## config.mk

```make
export PLATFORM = sky130hd
export DESIGN_NAME = gpio_ctrl
export DESIGN_NICKNAME = d
export VERILOG_FILES = /design/src/rtl/gpio_ctrl_pkg.sv /design/src/rtl/gpio_in_sync.sv /design/src/rtl/gpio_regfile.sv /design/src/rtl/gpio_out_mux.sv /design/src/rtl/gpio_irq.sv /design/src/rtl/gpio_ctrl.sv
export SDC_FILE = /design/constraint.sdc
export NUM_CORES = 1
export LEC_CHECK = 0
export ABC_AREA = 0
export BUFFER_PORTS_ARGS = -buffer_cell sky130_fd_sc_hd__buf_2
export CORE_UTILIZATION = 55
export DETAILED_ROUTE_END_ITERATION = 7
export PLACE_DENSITY = 0.75
export SLEW_MARGIN = 20
export SYNTH_ARGS = -nofsm -noshare
export SYNTH_HDL_FRONTEND = slang
export SYNTH_SLANG_ARGS = --single-unit
export TNS_END_PERCENT = 20
```

## constraint.sdc

```tcl
create_clock -name clk -period 1.9 [get_ports clk]
set_input_delay 0.285 -clock clk [delete_from_list [all_inputs] [get_ports clk]]
set_output_delay 0.285 -clock clk [all_outputs]
set_load 0.01 [all_outputs]
```

## src/rtl/gpio_ctrl_pkg.sv

```systemverilog
package gpio_ctrl_pkg;
  localparam int ADDR_W       = 4;
  localparam int DATA_W       = 32;
  localparam int SEL_W        = 5;
  localparam int MODE_W       = 2;
  localparam int PINS_PER_MUX = 6;
  localparam int IN_LSB       = 16;
  localparam int SYNC_STAGES  = 2;

  localparam logic [ADDR_W-1:0] A_DATA   = 4'd0;
  localparam logic [ADDR_W-1:0] A_DRIVE  = 4'd1;
  localparam logic [ADDR_W-1:0] A_MUX0   = 4'd2;
  localparam logic [ADDR_W-1:0] A_POL    = 4'd5;
  localparam logic [ADDR_W-1:0] A_SEN    = 4'd6;
  localparam logic [ADDR_W-1:0] A_SMASK  = 4'd7;
  localparam logic [ADDR_W-1:0] A_SCAUSE = 4'd8;
  localparam logic [ADDR_W-1:0] A_AEN    = 4'd9;
  localparam logic [ADDR_W-1:0] A_AMASK  = 4'd10;

  // word address holding the selector of a pin
  function automatic logic [ADDR_W-1:0] sel_addr(input int pin);
    return ADDR_W'(int'(A_MUX0) + pin / PINS_PER_MUX);
  endfunction

  // bit offset of a pin's selector inside its word
  function automatic int sel_lsb(input int pin);
    return (pin % PINS_PER_MUX) * SEL_W;
  endfunction
endpackage

```

## src/rtl/gpio_in_sync.sv

```systemverilog
module gpio_in_sync #(
  parameter int WIDTH  = 16,
  parameter int STAGES = 2
) (
  input  logic             clk,
  input  logic             rst_n,
  input  logic [WIDTH-1:0] raw_in,
  output logic [WIDTH-1:0] sync_out
);
  logic [WIDTH-1:0] chain [STAGES];

  always_ff @(posedge clk or negedge rst_n) begin
    if (!rst_n) begin
      for (int s = 0; s < STAGES; s++) chain[s] <= '0;
    end else begin
      chain[0] <= raw_in;
      for (int s = 1; s < STAGES; s++) chain[s] <= chain[s-1];
    end
  end

  assign sync_out = chain[STAGES-1];
endmodule

```

## src/rtl/gpio_regfile.sv

```systemverilog
module gpio_regfile
  import gpio_ctrl_pkg::*;
#(
  parameter int N = 16
) (
  input  logic                 clk,
  input  logic                 rst_n,
  input  logic                 bus_sel,
  input  logic                 bus_wr,
  input  logic [ADDR_W-1:0]    bus_addr,
  input  logic [DATA_W-1:0]    bus_wdata,
  output logic [DATA_W-1:0]    bus_rdata,
  output logic                 bus_rvalid,
  input  logic [N-1:0]         in_sync,
  input  logic [N-1:0]         cause_q,
  output logic [N-1:0]         out_q,
  output logic [MODE_W*N-1:0]  mode_q,
  output logic [SEL_W*N-1:0]   sel_flat,
  output logic [N-1:0]         pol_q,
  output logic [N-1:0]         sen_q,
  output logic [N-1:0]         smask_q,
  output logic [N-1:0]         aen_q,
  output logic [N-1:0]         amask_q,
  output logic [N-1:0]         cause_clr
);
  logic [SEL_W-1:0]  sel_q [N];
  logic [DATA_W-1:0] rd_word;
  logic              wr_en, rd_en;

  assign wr_en = bus_sel & bus_wr;
  assign rd_en = bus_sel & ~bus_wr;

  always_ff @(posedge clk or negedge rst_n) begin
    if (!rst_n) begin
      out_q   <= '0;
      mode_q  <= '0;
      pol_q   <= '0;
      sen_q   <= '0;
      smask_q <= '0;
      aen_q   <= '0;
      amask_q <= '0;
    end else if (wr_en) begin
      case (bus_addr)
        A_DATA:  out_q   <= bus_wdata[N-1:0];
        A_DRIVE: mode_q  <= bus_wdata[MODE_W*N-1:0];
        A_POL:   pol_q   <= bus_wdata[N-1:0];
        A_SEN:   sen_q   <= bus_wdata[N-1:0];
        A_SMASK: smask_q <= bus_wdata[N-1:0];
        A_AEN:   aen_q   <= bus_wdata[N-1:0];
        A_AMASK: amask_q <= bus_wdata[N-1:0];
        default: ;
      endcase
    end
  end

  always_ff @(posedge clk or negedge rst_n) begin
    if (!rst_n) begin
      for (int p = 0; p < N; p++) sel_q[p] <= '0;
    end else begin
      for (int p = 0; p < N; p++)
        if (wr_en && bus_addr == sel_addr(p))
          sel_q[p] <= bus_wdata[sel_lsb(p) +: SEL_W];
    end
  end

  genvar g;
  generate
    for (g = 0; g < N; g++) begin : g_flat
      assign sel_flat[g*SEL_W +: SEL_W] = sel_q[g];
    end
  endgenerate

  assign cause_clr = (wr_en && bus_addr == A_SCAUSE) ? bus_wdata[N-1:0] : '0;

  always_comb begin
    rd_word = '0;
    case (bus_addr)
      A_DATA: begin
        rd_word[N-1:0]       = out_q;
        rd_word[IN_LSB +: N] = in_sync;
      end
      A_DRIVE:  rd_word[MODE_W*N-1:0] = mode_q;
      A_POL:    rd_word[N-1:0] = pol_q;
      A_SEN:    rd_word[N-1:0] = sen_q;
      A_SMASK:  rd_word[N-1:0] = smask_q;
      A_SCAUSE: rd_word[N-1:0] = cause_q;
      A_AEN:    rd_word[N-1:0] = aen_q;
      A_AMASK:  rd_word[N-1:0] = amask_q;
      default: begin
        for (int p = 0; p < N; p++)
          if (bus_addr == sel_addr(p))
            rd_word[sel_lsb(p) +: SEL_W] = sel_q[p];
      end
    endcase
  end

  always_ff @(posedge clk or negedge rst_n) begin
    if (!rst_n) begin
      bus_rdata  <= '0;
      bus_rvalid <= 1'b0;
    end else begin
      bus_rdata  <= rd_en ? rd_word : '0;
      bus_rvalid <= rd_en;
    end
  end
endmodule

```

## src/rtl/gpio_out_mux.sv

```systemverilog
module gpio_out_mux
  import gpio_ctrl_pkg::*;
#(
  parameter int N       = 16,
  parameter int NUM_SRC = 4
) (
  input  logic [N-1:0]        out_q,
  input  logic [MODE_W*N-1:0] mode_q,
  input  logic [SEL_W*N-1:0]  sel_flat,
  input  logic [NUM_SRC-1:0]  sig_src,
  output logic [N-1:0]        pad_out,
  output logic [N-1:0]        pad_oe
);
  genvar g;
  generate
    for (g = 0; g < N; g++) begin : g_pin
      logic [SEL_W-1:0] sel;
      logic             lvl;
      assign sel = sel_flat[g*SEL_W +: SEL_W];

      always_comb begin
        lvl = 1'b0;
        if (sel == '0) lvl = out_q[g];
        for (int k = 0; k < NUM_SRC; k++)
          if (sel == SEL_W'(k + 1)) lvl = sig_src[k];
      end

      assign pad_out[g] = lvl;
      assign pad_oe[g]  = |mode_q[g*MODE_W +: MODE_W];
    end
  endgenerate
endmodule

```

## src/rtl/gpio_irq.sv

```systemverilog
module gpio_irq #(
  parameter int N = 16
) (
  input  logic         clk,
  input  logic         rst_n,
  input  logic [N-1:0] pad_raw,
  input  logic [N-1:0] in_sync,
  input  logic [N-1:0] pol_q,
  input  logic [N-1:0] sen_q,
  input  logic [N-1:0] smask_q,
  input  logic [N-1:0] aen_q,
  input  logic [N-1:0] amask_q,
  input  logic [N-1:0] cause_clr,
  output logic [N-1:0] cause_q,
  output logic         irq_sync,
  output logic         irq_async
);
  logic [N-1:0] act_sync, act_raw, set_vec;

  assign act_sync = in_sync ^ pol_q;
  assign act_raw  = pad_raw ^ pol_q;
  assign set_vec  = act_sync & sen_q;

  // set has priority over a same-cycle clear
  always_ff @(posedge clk or negedge rst_n) begin
    if (!rst_n) cause_q <= '0;
    else        cause_q <= (cause_q & ~cause_clr) | set_vec;
  end

  assign irq_sync  = |(cause_q & smask_q);
  assign irq_async = |(act_raw & aen_q & amask_q);
endmodule

```

## src/rtl/gpio_ctrl.sv

```systemverilog
module gpio_ctrl
  import gpio_ctrl_pkg::*;
#(
  parameter int NUM_PINS = 16,
  parameter int NUM_SRC  = 4
) (
  input  logic                clk,
  input  logic                rst_n,
  input  logic                bus_sel,
  input  logic                bus_wr,
  input  logic [3:0]          bus_addr,
  input  logic [31:0]         bus_wdata,
  output logic [31:0]         bus_rdata,
  output logic                bus_rvalid,
  input  logic [NUM_PINS-1:0] pad_in,
  input  logic [NUM_SRC-1:0]  sig_src,
  output logic [NUM_PINS-1:0] pad_out,
  output logic [NUM_PINS-1:0] pad_oe,
  output logic                irq_sync,
  output logic                irq_async
);
  logic [NUM_PINS-1:0]        in_sync, cause_q, cause_clr;
  logic [NUM_PINS-1:0]        out_q, pol_q, sen_q, smask_q, aen_q, amask_q;
  logic [MODE_W*NUM_PINS-1:0] mode_q;
  logic [SEL_W*NUM_PINS-1:0]  sel_flat;

  gpio_in_sync #(.WIDTH(NUM_PINS), .STAGES(SYNC_STAGES)) u_sync (
    .clk(clk), .rst_n(rst_n), .raw_in(pad_in), .sync_out(in_sync)
  );

  gpio_regfile #(.N(NUM_PINS)) u_regs (
    .clk(clk), .rst_n(rst_n),
    .bus_sel(bus_sel), .bus_wr(bus_wr), .bus_addr(bus_addr),
    .bus_wdata(bus_wdata), .bus_rdata(bus_rdata), .bus_rvalid(bus_rvalid),
    .in_sync(in_sync), .cause_q(cause_q),
    .out_q(out_q), .mode_q(mode_q), .sel_flat(sel_flat),
    .pol_q(pol_q), .sen_q(sen_q), .smask_q(smask_q),
    .aen_q(aen_q), .amask_q(amask_q), .cause_clr(cause_clr)
  );

  gpio_out_mux #(.N(NUM_PINS), .NUM_SRC(NUM_SRC)) u_mux (
    .out_q(out_q), .mode_q(mode_q), .sel_flat(sel_flat),
    .sig_src(sig_src), .pad_out(pad_out), .pad_oe(pad_oe)
  );

  gpio_irq #(.N(NUM_PINS)) u_irq (
    .clk(clk), .rst_n(rst_n), .pad_raw(pad_in), .in_sync(in_sync),
    .pol_q(pol_q), .sen_q(sen_q), .smask_q(smask_q),
    .aen_q(aen_q), .amask_q(amask_q), .cause_clr(cause_clr),
    .cause_q(cause_q), .irq_sync(irq_sync), .irq_async(irq_async)
  );
endmodule

```

* Yosys cells after proc, flatten, opt, wreduce, memory -nomap -nowiden
Cells that the tools add are included.
Widths: inputs -> output; s select.
** Storage, ports and cells
- Input bits :: 60
- Bits in registers :: 289
- Output and inout port bits :: 67
** Cells by class
- Reductions and logical operators :: 47
- Equal/unequal tests :: 74
- Mux-type cells :: 101
- Bitwise gates (word level) :: 12
** Operators with widths (number)
- $eq 5x2->1 const B :: 32
- $pmux 16 s8 :: 1
- $and 16x16->16 :: 5
- $eq 5x1->1 const B :: 16
- $eq 5x3->1 const B :: 16
- $logic_not 5->1 :: 16
- $mux 1 :: 80
- $mux 5 :: 16
- $pmux 14 s3 :: 1
- $mux 32 :: 1
- $reduce_or 16->1 :: 2
- $reduce_or 2->1 :: 16
- $xor 16x16->16 :: 2
- $eq 4x3->1 const B :: 4
- $mux 16 :: 1
- $not 16->16 :: 1
- $or 16x16->16 :: 1
- $reduce_and 2->1 :: 7
- $eq 4x4->1 const B :: 3
- $eq 4x2->1 const B :: 2
- $reduce_or 6->1 :: 1
- $eq 4x1->1 const B :: 1
- $logic_and 1x1->1 :: 4
- $logic_not 4->1 :: 1
- other kinds (3) :: 4

* Longest topological paths before layout
Gate-level depths: netlist (run 1).
- Depth after elaboration :: 6
- Depth in mapped cells :: 8
- Gate-level depth less buffers :: 5

* By module
From an unflattened synthesis (run 1), not the netlist that was laid out.
** Second synthesis, totals
- Cells, all modules :: 1174
- Area total of the unflattened synthesis :: 14310.0 um^2
** Modules (own cells, without submodules)
- gpio_regfile :: cells an instance 847, area an instance 11130.7 um^2, times used 1
- gpio_out_mux :: cells an instance 153, area an instance 1188.6 um^2, times used 1
- gpio_irq :: cells an instance 126, area an instance 1069.8 um^2, times used 1
- gpio_in_sync :: cells an instance 48, area an instance 920.9 um^2, times used 1

* Worst setup path before layout (run 1)
Ideal clock, no wire load.
- Path type :: input -> register
- Start point :: in bus_addr[1]
- End point :: reg u_regs.aen_q[10]
- Data required time :: 1775 ps
- Library setup time :: 125 ps
- Slack :: 178 ps
- Cell stages on the path :: 6
- Arrival time :: 1597 ps
- Cells stage by stage :: buf_2 nand2b_4 buf_4 nor3_4 buf_6 mux2_2
** Between the ends
- Longest elaborated chain between the ends :: 2
** RTL lines
- start, declared :: RTL line gpio_ctrl.sv:11 : input logic [3:0] bus_addr,
- $eq 4x4->1 :: RTL line gpio_regfile.sv:43 : case (bus_addr)
- $reduce_and 2->1 (no line)
- end signal, assigned :: RTL line gpio_regfile.sv:49 : A_AEN: aen_q <= bus_wdata[N-1:0];
- end, declared :: RTL line gpio_regfile.sv:22 : output logic [N-1:0] aen_q,
Every way passes these cells.
A chain may end at the register's enable or synchronous reset.

* Worst setup path in the final report (run 1)
- Start point :: reg u_regs.pol_q[0]
- End point :: out irq_async
** Between the ends
- Longest elaborated chain between the ends :: 4
** RTL lines
- start, declared :: RTL line gpio_regfile.sv:19 : output logic [N-1:0] pol_q,
- start signal, assigned :: RTL line gpio_regfile.sv:46 : A_POL: pol_q <= bus_wdata[N-1:0];
- $xor 16x16->16 :: RTL line gpio_irq.sv:21 : assign act_raw = pad_raw ^ pol_q;
- $and 16x16->16 (2 in series) :: RTL line gpio_irq.sv:31 : assign irq_async = |(act_raw & aen_q & amask_q);
- $reduce_or 16->1 :: RTL line gpio_irq.sv:31
- end, declared :: RTL line gpio_ctrl.sv:20 : output logic irq_async
Every way passes these cells.

==> results_dict.tcl, run 1 <==
set metrics [dict create \
    outcome "finished with violations" \
    failed_checks "DRC, setup timing" \
    rows 57 \
    avgSynthCellArea_sq_um 13.0 \
    cts_sinks 289 \
    worstMarginPinSlew_ns 0.550 \
    cpMaxStageDelayCell "or4_4" \
    fmax_ghz 0.422 \
    design_area_sq_um 16500 \
    final_common_cell "dfrtp_1" \
    grt_overflow_total 0 \
    synth-seq-area-share 0.534 \
    mostFrequentLayoutCells "dfrtp_1, mux2_2, buf_2" \
    synthTopCellsByArea "dfrtp_1, mux2_2, a22oi_1" \
    routedWlPerCell_um 25.5 \
    endpoint_kind "output pin" \
    pwr-share-clk 0.342 \
    synth_edf_count 0 \
    hold_class "in2reg" \
    io-pin-count 127 \
    cp_max_fo 2 \
    grt_usage 0.324 \
    fin_worst_skew_ns 0.00986 \
    max_stage_delay_ns 0.51 \
    clk_latency_ns 0.56 \
    drive_above_1_share 0.444 \
    synth.largest_area_cell "dfrtp_1" \
    maxCapViolations 0 \
    synthFlopType "dfrtp_1" \
    finalNetCount 1299 \
    drt_iter0_drc 1163 \
    grt_pass1_vias 10200 \
    startpoint_type "flop" \
    async_reset_ff_frac 1.00 \
    drc 1 \
    cts_max_level 1 \
    floorplan.die_area_sq_um 25300 \
    grt_pass1_wl_mm 62.4 \
    postSynthCellCount 1044 \
    cp_num_buf_inv 1 \
    cts_tree "done" \
    crit_chain "xor2_1 -> nand3_1 -> nand4_1 -> or4_4 -> buf_6" \
    crit_arrival_ns 2.09 \
    ys_ff_latch 289 \
    viasPerCell 6.35 \
    p_int_w 0.0126 \
    synth_nets 1104 \
    finalMaxSlewViolations 0 \
    rsz0062_at_grt "true" \
    relSlewSlack 0.633 \
    swShare 0.281 \
    antenna_left 0 \
    cp.required_ns 1.62 \
    grt_max_degree 60 \
    firstDrtPassIters 8 \
    die_h_um 159 \
    synthDistinctLibCells 52 \
    dpl_cell_area_sq_um 15200 \
    yosysTopAreaCellShare 0.534 \
    port_buffers 126 \
    clockBufferDepth 3 \
    cts_root_buffer "clkbuf_16" \
    die_w_um 159 \
    postLayoutCoreUtil 0.683 \
    pwr-share-seq 0.466 \
    pwr-share-comb 0.192 \
    path_delay_family "simple AND/OR/NAND/NOR gates" \
    synth_area_sq_um 13600 \
    start_util 0.559 \
    power.leakage_nw 7.41 \
    drt-total-wl_mm 40.4 \
    fin_ws_ns -0.472 \
    globalplace.congestion 1.00 \
    cts_buffers 30 \
    num_vias 10100 \
    finalHoldViolations 0 \
    clkTransAtPathRegs_ns 0.06 \
    core-area_sq_um 24200 \
    path_class "reg2out" \
    yosysWarnings 0 \
    largest_reg_flops 80 \
    finalSetupViolations 18 \
    antenna_found_initial 2 \
    netSwitchingPower_w 0.00494 \
    place_hpwl_mm 29.0 \
    area_growth_pct 22.1 \
    final.min_clock_period_ns 2.37 \
    finalCritPeriodShare 1.25 \
    power_density_nw_per_um2 1060 \
    vdd_drop_max_v 0.000766 \
]
path summary, 6_finish.rpt:
path | startpoint | to | slack, ns | depth (start not counted)
worst max-delay path | u_regs.pol_q[0] | irq_async | -0.47 | 5
worst min-delay path | bus_wdata[16] | u_regs.sel_flat[46] | 0.009 | 2
worst max register to register | u_regs.pol_q[15] | u_regs.bus_rdata[15] | 0.33 | 6
worst min register to register | u_sync.chain[17] | u_sync.sync_out[1] | 0.34 | 0
max in group asynchronous | rst_n | u_regs.pol_q[7] | 1.00 | 3
min in group asynchronous | rst_n | u_regs.sel_flat[48] | 0.22 | 2
metrics by stage:
step | total power (W) | hold WS, ns | setup slack (ns) | std cells | setup TNS, ns
after CTS | 0.0175 | 0.00331 | -0.447 | 1582 | -4.81
after global routing | 0.0182 | 0.0113 | -0.477 | 1585 | -5.54
after floorplan | 0.0100 | -0.0106 | 0.178 | 1044 | 0
after global placement | 0.0112 | 0.208 | -0.0676 | 1504 | -0.240
final | 0.0176 | 0.00872 | -0.472 | 1586 | -4.70
after detailed placement | 0.0114 | 0.201 | -0.0890 | 1504 | -0.981
repair_timing:
| action | 4_1_cts | 5_1_grt |
|---|---|---|
| resized for setup | 12 | 14 |
| hold endpoints to repair | 123 | 0 |
| setup buffers | 4 | 2 |
| setup endpoints to repair | 18 | 18 |
| hold buffers | 21 | 0 |
| pin swaps | 7 | 5 |
per-layer routing:
layer | wire [um] | vias to the layer above | track usage
met2 | 19100 | 513 | 0.520
met5 | 0 | - | 0
met1 | 16500 | 5152 | 0.444
li1 | - | 4273 | -
met4 | 2000 | 0 | 0.133
met3 | 2790 | 127 | 0.0500
power groups by stage:
stage,registers (W),clock network (W),logic (W)
after floorplan,0.00786,0,0.00214
final,0.00819,0.00600,0.00338
after CTS,0.00814,0.00603,0.00330
after global placement,0.00819,0,0.00305
after detailed placement,0.00823,0,0.00314
after global routing,0.00829,0.00630,0.00359
final cells by class:
| class | count | area, sq um |
|---|---|---|
| Antenna cell | 2 | 5.00 |
| Clock buffer | 48 | 940 |
| Clock inverter | 5 | 78.8 |
| Fill cell | 1747 | 7700 |
| Inverter | 2 | 7.51 |
| Multi-Input combinational cell | 660 | 5900 |
| Sequential cell | 289 | 7250 |
| Tap cell | 324 | 405 |
| Timing Repair Buffer | 256 | 1960 |
logic make-up after synthesis:
| logic type | synth area share |
|---|---|
| AOI/OAI and AO/OA | 0.106 |
| xor gates and xnor gates | 0.0207 |
| buffers and inverters | 0.0394 |
| DFF | 0.534 |
| muxes | 0.216 |
| and+or+nand+nor | 0.0843 |
cell usage after synthesis (9+ instances only):
cell type  count
dfrtp_1      289
mux2_2       204
a22oi_1       68
nand2_1       40
xor2_1        32
a22o_1        31
buf_4         30
clkbuf_1      30
buf_2         28
nand3_1       28
mux2i_1       23
a21oi_1       21
nor3_1        19
nor2_1        17
or2_2         17
mux4_2        16
nor3b_1       16
a221oi_1      11
nor2b_1       11
nand2b_1       9
(Power assumes the default switching activity.)
==> run 2: changes to the inputs <==
--- a/config.mk
+++ b/config.mk
@@ -14,4 +14,3 @@
 export SYNTH_ARGS = -nofsm -noshare
 export SYNTH_HDL_FRONTEND = slang
 export SYNTH_SLANG_ARGS = --single-unit
-export TNS_END_PERCENT = 20
==> results_dict.tcl, run 2 (synthesis gave the netlist of run 1 again) <==
set metrics [dict create \
    outcome "finished with violations" \
    failed_checks "setup timing" \
    grt_usage 0.328 \
    routedWlPerCell_um 25.5 \
    drc 0 \
    fin_worst_skew_ns 0.0108 \
    grt_max_degree 60 \
    worstMarginPinSlew_ns 0.558 \
    pre_cts_slack_ns -0.0890 \
    rsz0062_at_grt "true" \
    power.leakage_nw 7.57 \
    dpl.cell_count 1504 \
    die_h_um 159 \
    maxCapViolations 0 \
    finalMaxSlewViolations 0 \
    rows 57 \
    final_cells 1616 \
    path_class "reg2out" \
    die_w_um 159 \
    final.min_clock_period_ns 2.36 \
    antenna_found_initial 3 \
    viasPerCell 6.37 \
    cts_tree "done" \
    finalHoldViolations 0 \
    vdd_drop_max_v 0.000765 \
    hold_class "in2reg" \
    finalSetupViolations 18 \
    fmax_ghz 0.423 \
    firstDrtPassIters 6 \
    globalplace.congestion 1.00 \
    area_growth_pct 23.9 \
    clockBufferDepth 3 \
    postLayoutCoreUtil 0.693 \
    cp_max_fo 2 \
    crit_arrival_ns 2.08 \
    cts_sinks 289 \
    place_hpwl_mm 29.0 \
    grt_overflow_total 0 \
    cts_root_buffer "clkbuf_16" \
    largest_reg_flops 80 \
    power_density_nw_per_um2 1060 \
    clkTransAtPathRegs_ns 0.06 \
    drive_above_1_share 0.460 \
    fin_ws_ns -0.464 \
    core-area_sq_um 24200 \
    drt_iter0_drc 1170 \
    relSlewSlack 0.628 \
    clk_latency_ns 0.56 \
    cts_max_level 1 \
    finalCritPeriodShare 1.24 \
    mostFrequentLayoutCells "dfrtp_1, mux2_2, buf_2" \
    final_common_cell "dfrtp_1" \
    dpl_cell_area_sq_um 15200 \
    design_area_sq_um 16800 \
    cts_buffers 30 \
    finalNetCount 1328 \
    drt-total-wl_mm 41.2 \
    antenna_left 0 \
    cp.required_ns 1.62 \
    grt_pass1_vias 10500 \
    port_buffers 126 \
    whs_ns 0.0122 \
    endpoint_kind "output pin" \
    floorplan.die_area_sq_um 25300 \
    num_vias 10300 \
    start_util 0.559 \
    io-pin-count 127 \
    grt_pass1_wl_mm 63.2 \
    startpoint_type "flop" \
]
run 2: cell count changes in the layout (fill, tap and decap cells not counted), sizes merged:
cell,delta
buf,+29
diode,+1
run 2: path summary, 6_finish.rpt:
| path | start | to | slack (ns) | depth (start not counted) |
|---|---|---|---|---|
| worst max-delay path | u_regs.pol_q[0] | irq_async | -0.46 | 5 |
| worst min-delay path | bus_wdata[28] | u_regs.sel_flat[58] | 0.01 | 2 |
| worst max register to register | u_regs.out_q[15] | u_regs.bus_rdata[15] | 0.33 | 6 |
| worst min register to register | u_sync.chain[17] | u_sync.sync_out[1] | 0.34 | 0 |
| max in group asynchronous | rst_n | u_regs.pol_q[7] | 0.98 | 3 |
| min in group asynchronous | rst_n | u_regs.sel_flat[48] | 0.23 | 2 |
run 2: metrics by stage:
stage	power, W	setup TNS, ns
2_1_floorplan	0.0100	0
3_3_place_gp	0.0112	-0.240
3_5_place_dp	0.0114	-0.981
4_1_cts	0.0176	-4.13
5_1_grt	0.0184	-5.05
6_report	0.0178	-4.37
run 2: power by group:
group | total [W] | switching (W) | internal (W) | leakage, nW
Combinational | 0.00366 | 0.00165 | 0.00201 | 3.45
Clock | 0.00600 | 0.00237 | 0.00363 | 0.503
Sequential | 0.00814 | 0.000989 | 0.00715 | 3.62
Total | 0.0178 | 0.00501 | 0.0128 | 7.57
run 2: final cells by class:
type	instances	area, sq um
fill	1705	7450
sequential	289	7240
multi-input combinational	660	5930
timing repair buffer	285	2180
clock buffer	48	940
tap	324	405
clock inverter	5	78.8
inverter	2	7.51
antenna	3	7.51
run 2: layer usage:
| layer | up-vias | share of wire | global-route usage |
|---|---|---|---|
| li1 | 4336 | - | - |
| met1 | 5232 | 0.40 | 0.448 |
| met2 | 598 | 0.47 | 0.527 |
| met3 | 121 | 0.075 | 0.0474 |
| met4 | 0 | 0.047 | 0.141 |
| met5 | - | 0 | 0 |
run 2: critical path, stage by stage, from the launching register on:
cell	delay, ns
dfrtp_1	0.39
xor2_1	0.16
nand3_1	0.08
nand4_1	0.26
or4_4	0.50
buf_6	0.14
run 2: timing repair:
action / CTS / global route
buffers inserted: 32 / 3
cloned: 0 / 0
resized for setup: 16 / 14
endpoints found under the setup margin: 18 / 18
hold buffers: 21 / 0
endpoints found under the hold margin: 123 / 0
pin swaps: 7 / 4
==> run 3: changes to the inputs <==
--- a/config.mk
+++ b/config.mk
@@ -5,7 +5,7 @@
 export SDC_FILE = /design/constraint.sdc
 export NUM_CORES = 1
 export LEC_CHECK = 0
-export ABC_AREA = 0
+export ABC_AREA = 1
 export BUFFER_PORTS_ARGS = -buffer_cell sky130_fd_sc_hd__buf_2
 export CORE_UTILIZATION = 55
 export DETAILED_ROUTE_END_ITERATION = 7
==> constraint.sdc (replaced) <==
create_clock -name clk -period 2.85 [get_ports clk]
set_input_delay 0.4275 -clock clk [delete_from_list [all_inputs] [get_ports clk]]
set_output_delay 0.4275 -clock clk [all_outputs]
set_load 0.01 [all_outputs]
==> results_dict.tcl, run 3 <==
set metrics [dict create \
    final_common_cell "nand2_1" \
    multiInputGateArea_sq_um 5560 \
    final_cells 2228 \
    postSynthCellCount 1789 \
    synth_area_sq_um 13900 \
    crit_chain "dlygate4sd3_1 -> buf_2 -> or2_2 -> nand4_1 -> nand4_1 -> nor2_1 -> nand2_1 -> buf_2" \
    drt_iter0_drc 1386 \
    startpoint_type "input pin" \
    synthFlopType "dfrtp_1" \
    endpoint_kind "output pin" \
    synthTopCellsByCount "nand2_1, dfrtp_1, o21ai_0" \
    cp.required_ns 2.42 \
    clockBufferDepth 3 \
    mostFrequentLayoutCells "nand2_1, dfrtp_1, o21ai_0" \
    largest_reg_flops 80 \
    finalHoldViolations 0 \
    rsz0062_at_grt "false" \
    place_hpwl_mm 28.9 \
    die_h_um 161 \
    antenna_left 0 \
    synth_nets 1849 \
    cts_sinks 289 \
    io-pin-count 127 \
    port_buffers 126 \
    cpMaxStageDelayCell "dlygate4sd3_1" \
    yosysMostFrequentCell "nand2_1" \
    drt-total-wl_mm 41.0 \
    worstMarginPinSlew_ns 0.816 \
    path_delay_family "buffers and inverters" \
    reg2reg_to "u_regs.bus_rdata[11]" \
    globalplace.congestion 0.910 \
    grt_pass1_wl_mm 65.1 \
    clk_latency_ns 0.56 \
    viasPerCell 5.68 \
    cp_num_buf_inv 3 \
    finalCritPeriodShare 0.817 \
    antenna_found_initial 0 \
    timing.rr.start "u_regs.pol_q[11]" \
    final.min_clock_period_ns 2.33 \
    grt_overflow_total 0 \
    num-fill-cells 2083 \
    max_stage_delay_ns 0.53 \
    num_antenna_cells 0 \
    area_growth_pct 14.7 \
    finalSetupViolations 0 \
    regArea_sq_um 7230 \
    vdd_drop_max_v 0.000404 \
    avgSynthCellArea_sq_um 7.80 \
    synthDistinctLibCells 29 \
    path_class "in2out" \
    min_path_cells 1 \
    crit_arrival_ns 1.90 \
    cp_max_fo 3 \
    dr_wl_met3_mm 3.70 \
    cts_buffers 30 \
    async_reset_ff_frac 1.00 \
    synth.largest_area_cell "dfrtp_1" \
    top_layer "met4" \
    finalSetupTns_ns 0 \
    relSlewSlack 0.455 \
    postLayoutCoreUtil 0.650 \
    outcome "finished, final reports clean" \
    reg2reg_slack_ns 1.54 \
    wl_met2_mm 18.0 \
    die_w_um 161 \
    cts_root_buffer "clkbuf_16" \
    synth-seq-area-share 0.518 \
    routedWlPerCell_um 18.4 \
    min_to "u_sync.chain[24]" \
    yosysWarnings 0 \
    grt_usage 0.322 \
    num_vias 12600 \
    power.leakage_nw 8.25 \
    hold_class "in2reg" \
    clkTransAtPathRegs_ns 0.06 \
    grt_max_degree 93 \
    design_area_sq_um 16000 \
    dpl.cell_count 2163 \
    fin_worst_skew_ns 0.00854 \
    floorplan.die_area_sq_um 26000 \
    whs_ns 0.0146 \
    fmax_ghz 0.429 \
    finalMaxSlewViolations 0 \
    start_util 0.567 \
    core-area_sq_um 24600 \
    drc 0 \
    firstDrtPassIters 6 \
    grt_pass1_vias 11900 \
    synthTopCellsByArea "dfrtp_1, nand2_1, o21ai_0" \
    synth_edf_count 0 \
    drive_above_1_share 0.133 \
    r2r_cells 6 \
    yosysTopAreaCellShare 0.518 \
    cts_max_level 1 \
    ys_ff_latch 289 \
    cts_tree "done" \
    wl_met1_mm 17.4 \
    hp-start "pad_in[8]" \
    rows 57 \
    finalNetCount 1941 \
    maxCapViolations 0 \
    dpl_cell_area_sq_um 14800 \
    power_density_nw_per_um2 735 \
]
run 3: changes by cell type in the layout (fill, tap and decap cells not counted), sizes merged, moves of 91 or more:
cell | before | now
nand2 | 41 | 582
o21ai | 7 | 309
mux2 | 208 | 2
inv | 3 | 164
buf | 264 | 157
nor2 | 18 | 109
run 3: power breakdown:
part	internal, W	switching, W	total, W
clock network	0.00286	0.00168	0.00454
registers	0.00472	0.000632	0.00535
logic	0.000744	0.00113	0.00187
total	0.00833	0.00344	0.0118
run 3: cells by family after synthesis:
kind of cell / after synthesis / share of synthesized area
AND/OR/NAND/NOR: 849 / 0.253
AO/OA/AOI/OAI: 373 / 0.140
flip-flops: 289 / 0.518
buffers and inverters: 272 / 0.0834
XOR/XNOR: 4 / 0.00251
multiplexers: 2 / 0.00161
run 3: worst max path at each step:
stage | from | cells after the start | end | slack, ns
after floorplan | sig_src[2] | 8 | pad_out[3] | 1.13
after global placement | bus_addr[2] | 7 | u_regs.out_q[9] | 0.66
after detailed placement | bus_addr[2] | 7 | u_regs.out_q[10] | 0.59
after CTS | pad_in[2] | 8 | irq_async | 0.51
after global routing | pad_in[2] | 8 | irq_async | 0.43
final | pad_in[2] | 8 | irq_async | 0.52
run 3: cell type report:
cell class / instances / area share
sequential: 289 / 0.452
tap: 324 / 0.0253
multi-input combinational: 1228 / 0.347
clock inverter: 19 / 0.0202
inverter: 165 / 0.0391
clock buffer: 36 / 0.0515
timing repair buffer: 167 / 0.0647
run 3: metal layers:
layer | up-vias | global-route usage
met1 | 5995 | 0.468
met2 | 629 | 0.484
met4 | 0 | 0.151
li1 | 5928 | -
met3 | 94 | 0.0403
met5 | - | 0
run 3: stage by stage:
stage          power, W  setup slack (ns)
2_1_floorplan   0.00651              1.13
3_3_place_gp    0.00715             0.662
3_5_place_dp    0.00724             0.593
4_1_cts          0.0118             0.512
5_1_grt          0.0123             0.430
6_report         0.0118             0.521
run 3: repair_timing:
item / CTS / global route
gates resized for setup: 0 / 0
hold endpoints to repair: 49 / 0
hold buffers: 10 / 0
buffers inserted: 0 / 0
setup endpoints to repair: 0 / 0
